`src/rtl/xlat_cache_pkg.sv`:
```
package xlat_cache_pkg;

  typedef enum logic {
    XC_IDLE = 1'b0,
    XC_WAIT = 1'b1
  } xc_state_e;

  typedef struct packed {
    logic wr;
    logic rd;
  } xc_perm_t;

endpackage

```
`src/rtl/xc_store.sv`:
```
module xc_store
  import xlat_cache_pkg::*;
#(
  parameter int ENTRIES = 8,
  parameter int VPN_W   = 20,
  parameter int PPN_W   = 20,
  parameter int IDX_W   = 3
) (
  input  logic               clk,
  input  logic               rst_n,
  input  logic [VPN_W-1:0]   lk_vpn,
  output logic [ENTRIES-1:0] hit_vec,
  output logic               lk_hit,
  output logic [PPN_W-1:0]   lk_ppn,
  output xc_perm_t           lk_perm,
  input  logic [VPN_W-1:0]   dup_vpn,
  output logic               dup_hit,
  output logic [IDX_W-1:0]   dup_idx,
  input  logic               wr_en,
  input  logic [IDX_W-1:0]   wr_idx,
  input  logic [PPN_W-1:0]   wr_ppn,
  input  xc_perm_t           wr_perm,
  input  logic               inv_one,
  input  logic [VPN_W-1:0]   inv_vpn,
  input  logic               inv_all,
  output logic [ENTRIES-1:0] valid_vec
);

  logic [PPN_W-1:0]   ppn_arr  [ENTRIES];
  xc_perm_t           perm_arr [ENTRIES];
  logic [ENTRIES-1:0] dup_vec;

  for (genvar g = 0; g < ENTRIES; g++) begin : g_line
    logic             vld_q;
    logic [VPN_W-1:0] tag_q;
    logic [PPN_W-1:0] ppn_q;
    xc_perm_t         perm_q;
    logic             sel;

    assign sel = wr_en && (wr_idx == IDX_W'(g));

    // flush-all beats a write, a write beats a single-page drop
    always_ff @(posedge clk or negedge rst_n) begin
      if (!rst_n)                          vld_q <= 1'b0;
      else if (inv_all)                    vld_q <= 1'b0;
      else if (sel)                        vld_q <= 1'b1;
      else if (inv_one && tag_q == inv_vpn) vld_q <= 1'b0;
    end

    always_ff @(posedge clk or negedge rst_n) begin
      if (!rst_n) begin
        tag_q  <= '0;
        ppn_q  <= '0;
        perm_q <= '0;
      end else if (sel) begin
        tag_q  <= dup_vpn;
        ppn_q  <= wr_ppn;
        perm_q <= wr_perm;
      end
    end

    assign hit_vec[g]   = vld_q && (tag_q == lk_vpn);
    assign dup_vec[g]   = vld_q && (tag_q == dup_vpn);
    assign valid_vec[g] = vld_q;
    assign ppn_arr[g]   = ppn_q;
    assign perm_arr[g]  = perm_q;
  end

  assign lk_hit  = |hit_vec;
  assign dup_hit = |dup_vec;

  // tags are unique, so an OR over matching lines is a clean mux
  always_comb begin
    lk_ppn  = '0;
    lk_perm = '0;
    dup_idx = '0;
    for (int i = 0; i < ENTRIES; i++) begin
      if (hit_vec[i]) begin
        lk_ppn  = lk_ppn | ppn_arr[i];
        lk_perm = xc_perm_t'(lk_perm | perm_arr[i]);
      end
      if (dup_vec[i]) dup_idx = dup_idx | IDX_W'(i);
    end
  end

endmodule

```
`src/rtl/xc_victim.sv`:
```
module xc_victim #(
  parameter int ENTRIES = 8,
  parameter int IDX_W   = 3
) (
  input  logic             clk,
  input  logic             rst_n,
  input  logic             advance,
  output logic [IDX_W-1:0] ptr
);

  logic [IDX_W-1:0] nxt;

  if (ENTRIES == (1 << IDX_W)) begin : g_pow2
    assign nxt = ptr + IDX_W'(1);
  end else begin : g_wrap
    assign nxt = (ptr == IDX_W'(ENTRIES - 1)) ? '0 : ptr + IDX_W'(1);
  end

  always_ff @(posedge clk or negedge rst_n) begin
    if (!rst_n)       ptr <= '0;
    else if (advance) ptr <= nxt;
  end

endmodule

```
`src/rtl/xc_ctrl.sv`:
```
module xc_ctrl
  import xlat_cache_pkg::*;
#(
  parameter int VPN_W = 20
) (
  input  logic             clk,
  input  logic             rst_n,
  input  logic             lk_valid,
  input  logic [VPN_W-1:0] lk_vpn,
  input  logic             lk_hit,
  input  logic             lk_block,
  input  logic             rsp_ready,
  input  logic             fill_valid,
  output logic             rsp_valid,
  output logic             lk_ready,
  output logic             walk_req,
  output logic [VPN_W-1:0] walk_vpn
);

  xc_state_e st_q;

  always_ff @(posedge clk or negedge rst_n) begin
    if (!rst_n) begin
      st_q     <= XC_IDLE;
      walk_vpn <= '0;
    end else begin
      case (st_q)
        XC_IDLE: if (lk_valid && !lk_hit && !lk_block) begin
          st_q     <= XC_WAIT;
          walk_vpn <= lk_vpn;
        end
        XC_WAIT: if (fill_valid) st_q <= XC_IDLE;
        default: st_q <= XC_IDLE;
      endcase
    end
  end

  assign rsp_valid = (st_q == XC_IDLE) && lk_valid && lk_hit && !lk_block;
  assign lk_ready  = rsp_valid && rsp_ready;
  assign walk_req  = (st_q == XC_WAIT);

endmodule

```
`src/rtl/xlat_cache.sv`:
```
module xlat_cache
  import xlat_cache_pkg::*;
#(
  parameter int ENTRIES = 8,
  parameter int VA_W    = 32,
  parameter int PA_W    = 32,
  parameter int PAGE_W  = 12,
  localparam int VPN_W  = VA_W - PAGE_W,
  localparam int PPN_W  = PA_W - PAGE_W,
  localparam int IDX_W  = (ENTRIES > 1) ? $clog2(ENTRIES) : 1
) (
  input  logic             clk,
  input  logic             rst_n,
  input  logic             lk_valid,
  output logic             lk_ready,
  input  logic [VA_W-1:0]  lk_va,
  output logic             rsp_valid,
  input  logic             rsp_ready,
  output logic [PA_W-1:0]  rsp_pa,
  output logic             rsp_rd,
  output logic             rsp_wr,
  output logic             walk_req,
  output logic [VPN_W-1:0] walk_vpn,
  input  logic             fill_valid,
  input  logic [VPN_W-1:0] fill_vpn,
  input  logic [PPN_W-1:0] fill_ppn,
  input  logic             fill_rd,
  input  logic             fill_wr,
  input  logic             inv_one_valid,
  input  logic [VA_W-1:0]  inv_va,
  input  logic             inv_all
);

  logic [VPN_W-1:0]   lk_vpn, inv_vpn;
  logic [ENTRIES-1:0] hit_vec, valid_vec;
  logic               lk_hit, dup_hit, lk_block, fill_block, wr_en;
  logic [PPN_W-1:0]   lk_ppn;
  xc_perm_t           lk_perm, fill_perm;
  logic [IDX_W-1:0]   dup_idx, rr_ptr, wr_idx;

  assign lk_vpn  = lk_va[VA_W-1:PAGE_W];
  assign inv_vpn = inv_va[VA_W-1:PAGE_W];

  // an invalidation touching the same page wins over a fill or a lookup
  assign fill_block = inv_all || (inv_one_valid && inv_vpn == fill_vpn);
  assign lk_block   = inv_all || (inv_one_valid && inv_vpn == lk_vpn);
  assign wr_en      = fill_valid && !fill_block;
  assign wr_idx     = dup_hit ? dup_idx : rr_ptr;

  assign fill_perm.rd = fill_rd;
  assign fill_perm.wr = fill_wr;

  xc_store #(
    .ENTRIES(ENTRIES), .VPN_W(VPN_W), .PPN_W(PPN_W), .IDX_W(IDX_W)
  ) u_store (
    .clk      (clk),
    .rst_n    (rst_n),
    .lk_vpn   (lk_vpn),
    .hit_vec  (hit_vec),
    .lk_hit   (lk_hit),
    .lk_ppn   (lk_ppn),
    .lk_perm  (lk_perm),
    .dup_vpn  (fill_vpn),
    .dup_hit  (dup_hit),
    .dup_idx  (dup_idx),
    .wr_en    (wr_en),
    .wr_idx   (wr_idx),
    .wr_ppn   (fill_ppn),
    .wr_perm  (fill_perm),
    .inv_one  (inv_one_valid),
    .inv_vpn  (inv_vpn),
    .inv_all  (inv_all),
    .valid_vec(valid_vec)
  );

  xc_victim #(.ENTRIES(ENTRIES), .IDX_W(IDX_W)) u_victim (
    .clk    (clk),
    .rst_n  (rst_n),
    .advance(wr_en && !dup_hit),
    .ptr    (rr_ptr)
  );

  xc_ctrl #(.VPN_W(VPN_W)) u_ctrl (
    .clk       (clk),
    .rst_n     (rst_n),
    .lk_valid  (lk_valid),
    .lk_vpn    (lk_vpn),
    .lk_hit    (lk_hit),
    .lk_block  (lk_block),
    .rsp_ready (rsp_ready),
    .fill_valid(fill_valid),
    .rsp_valid (rsp_valid),
    .lk_ready  (lk_ready),
    .walk_req  (walk_req),
    .walk_vpn  (walk_vpn)
  );

  assign rsp_pa = {lk_ppn, lk_va[PAGE_W-1:0]};
  assign rsp_rd = lk_perm.rd;
  assign rsp_wr = lk_perm.wr;

endmodule

```
`config.mk`:
```
export PLATFORM = sky130hd
export DESIGN_NAME = xlat_cache
export DESIGN_NICKNAME = d
export VERILOG_FILES = /design/src/rtl/xlat_cache_pkg.sv /design/src/rtl/xc_store.sv /design/src/rtl/xc_victim.sv /design/src/rtl/xc_ctrl.sv /design/src/rtl/xlat_cache.sv
export SDC_FILE = /design/constraint.sdc
export NUM_CORES = 1
export LEC_CHECK = 0
export BUFFER_PORTS_ARGS = -buffer_cell sky130_fd_sc_hd__buf_2
export CAP_MARGIN = 20
export CORE_UTILIZATION = 65
export CTS_CLUSTER_DIAMETER = 80
export DETAILED_ROUTE_END_ITERATION = 6
export PLACE_DENSITY = 0.92
export SLEW_MARGIN = 5
export SYNTH_ARGS = -nofsm -noshare
export SYNTH_HDL_FRONTEND = slang
export SYNTH_HIERARCHICAL = 1
export SYNTH_SLANG_ARGS = --single-unit
```
`constraint.sdc`:
```
create_clock -name clk -period 5.9 [get_ports clk]
set_clock_uncertainty 0.2 [all_clocks]
set_input_delay 1.18 -clock clk [delete_from_list [all_inputs] [get_ports clk]]
set_output_delay 1.18 -clock clk [all_outputs]
set_load 0.05 [all_outputs]
```
==> reports/results.txt <==
status - finished, violations left
violated checks - design-rule violations
Critical Path RT - 4.52 ns
mapped cell area - 21600 µm²
Slew headroom - 42.1%
final antenna-violating net count - 0
Final period util - 86.9%
Final Wtd Congestion - 0.988
Tot GR Track Use - 41.9%
most frequent cells in the layout - dfrtp_1, mux2_2, xnor2_1
worst-margin pin slew - 0.869 ns
syn avg cell area - 11.5 µm²
Pwr Density - 468 nW/µm²
Avg WL per Cell - 29.5 µm
Worst Path Max Fanout - 22
CTS resizes - 0
final setup vio count - 0
die width - 184 µm
worst skew pair latency - 0.54 ns
TritonCTS buffer count - 39
CP Class - in -> out
port bufs - 133
Syn Nets - 1997
Cell Count, Final, Fillers Out - 2410
Initial Util - 66.3%
Final Util - 72.6%
Slew Limit Fails - 0
Layout area overhead - 9.58%
clock slew at reported path FFs - 0.06 ns
TritonCTS clock tree - built
ratio of cells with drive above 1 in the final layout - 30.5%
Cells after Synth - 1883
reg2reg start - u_store/g_line[7].tag_q[11]
fin nets - 2052
Core Area - 32600 µm²
max cap viols - 0
Die H - 184 µm
Leak - 10.0 nW
CTS hold repair buffers - 0
startpoint class of the critical path - input pin
final WL - 71.1 mm
CTS Buffer Depth - 3
Ports - 170
RSZ-0062 raised after global routing - false
via-per-instance ratio - 7.16
Tmin final - 5.13 ns
Die ar. - 34000 µm²
FP Rows - 66
DR vias - 17.3k
Setup WS pre-CTS - 0.727 ns
Clock Sinks - 368
H-tree levels - 2
initial antenna violation count - 1
synth warn - 6
grt ovf - 0
Post-CTS Setup Repair Bufs - 0
Iteration-0 DRC Markers - 2666
area of the multi-input gates - 11500 µm²
setup TNS - 0 ns
max frequency - 0.195 GHz
Hold Fails Final Rpt - 0
vias in the first global route - 17.7k
HP Class - reg -> reg
hpwl dp - 41.1 mm
clock root buffer - clkbuf_16
Critical Path Source - lk_va[16]
Register Area - 9210 µm²
kind of end point of the critical path - output pin
DRC - 1
global-route wire length before repair - 105 mm
drt first pass iters - 7
filler instances - 1925
min-delay src - u_victim/ptr[2]
VDD IR max - 0.269 mV
crit path DAT - 3.75 ns
most common cell after layout, fill and taps aside - dfrtp_1
largest net degree at the start of global routing - 138
Worst Slack Setup Final - 0.772 ns
Placed Cells - 2338
## state kept, by name, indices dropped and copies added, names as in the netlist
signal	count
u_ctrl/walk_vpn	20
u_store/g_line.vld_q	8
u_store/g_line.tag_q	160
u_victim/ptr	3
u_store/g_line.perm_q	16
u_ctrl/walk_req	1
u_store/g_line.ppn_q	160
## power by group
part | leakage, nW | total [W] | switching (W) | internal [W]
sequential | 4.55 | 0.00498 | 0.00131 | 0.00367
combinational | 4.84 | 0.00362 | 0.00162 | 0.00200
clock | 0.620 | 0.00249 | 0.00104 | 0.00145
## worst max-delay path, stage by stage
cell     delay [ns]
buf_2          0.46
xnor2_1        0.20
nand4_1        0.19
nor4_4         0.49
buf_4          0.42
nand3_1        0.17
and4_1         0.24
nand4_1        0.09
buf_2          0.27
## stage by stage
stage               instance area, µm²  hold slack [ns]  total power (W)
finish                           23700            0.283           0.0111
global route                     23700            0.291           0.0115
CTS                              23700            0.277           0.0109
detailed placement               22400            0.261          0.00836
global placement                 22400            0.262          0.00808
floorplan                        21600            0.241          0.00743
## per-layer routing
| metal | GRT usage (%) | vias up | routed length, µm |
|---|---|---|---|
| met2 | 60.0 | 1666 | 29900 |
| met3 | 18.4 | 530 | 11500 |
| met1 | 50.1 | 8373 | 23900 |
| met5 | 0.148 | - | 0 |
| met4 | 30.5 | 0 | 5740 |
| li1 | - | 6691 | - |
## cell type report
class	count	area share [%]
Tap cell	442	2.33
Clock inverter	17	0.855
Sequential cell	368	38.9
Clock buffer	52	4.63
Timing Repair Buffer	185	4.70
Inverter	5	0.0792
Antenna cell	2	0.0211
Multi-Input combinational cell	1339	48.5
## final timing paths
path | endpoint | slack [ns] | cells after the start
hold / removal | u_victim/ptr[2] | 0.28 | 1
max in group asynchronous | u_store/g_line[7].ppn_q[13] | 3.77 | 2
min in group asynchronous | u_store/g_line[5].tag_q[4] | 0.52 | 1
setup / recovery | rsp_pa[30] | 0.77 | 9
setup reg to reg | u_store/g_line[6].tag_q[17] | 1.64 | 11
hold reg to reg | u_victim/ptr[2] | 0.28 | 1
Power figures use the tool's default switching activity.
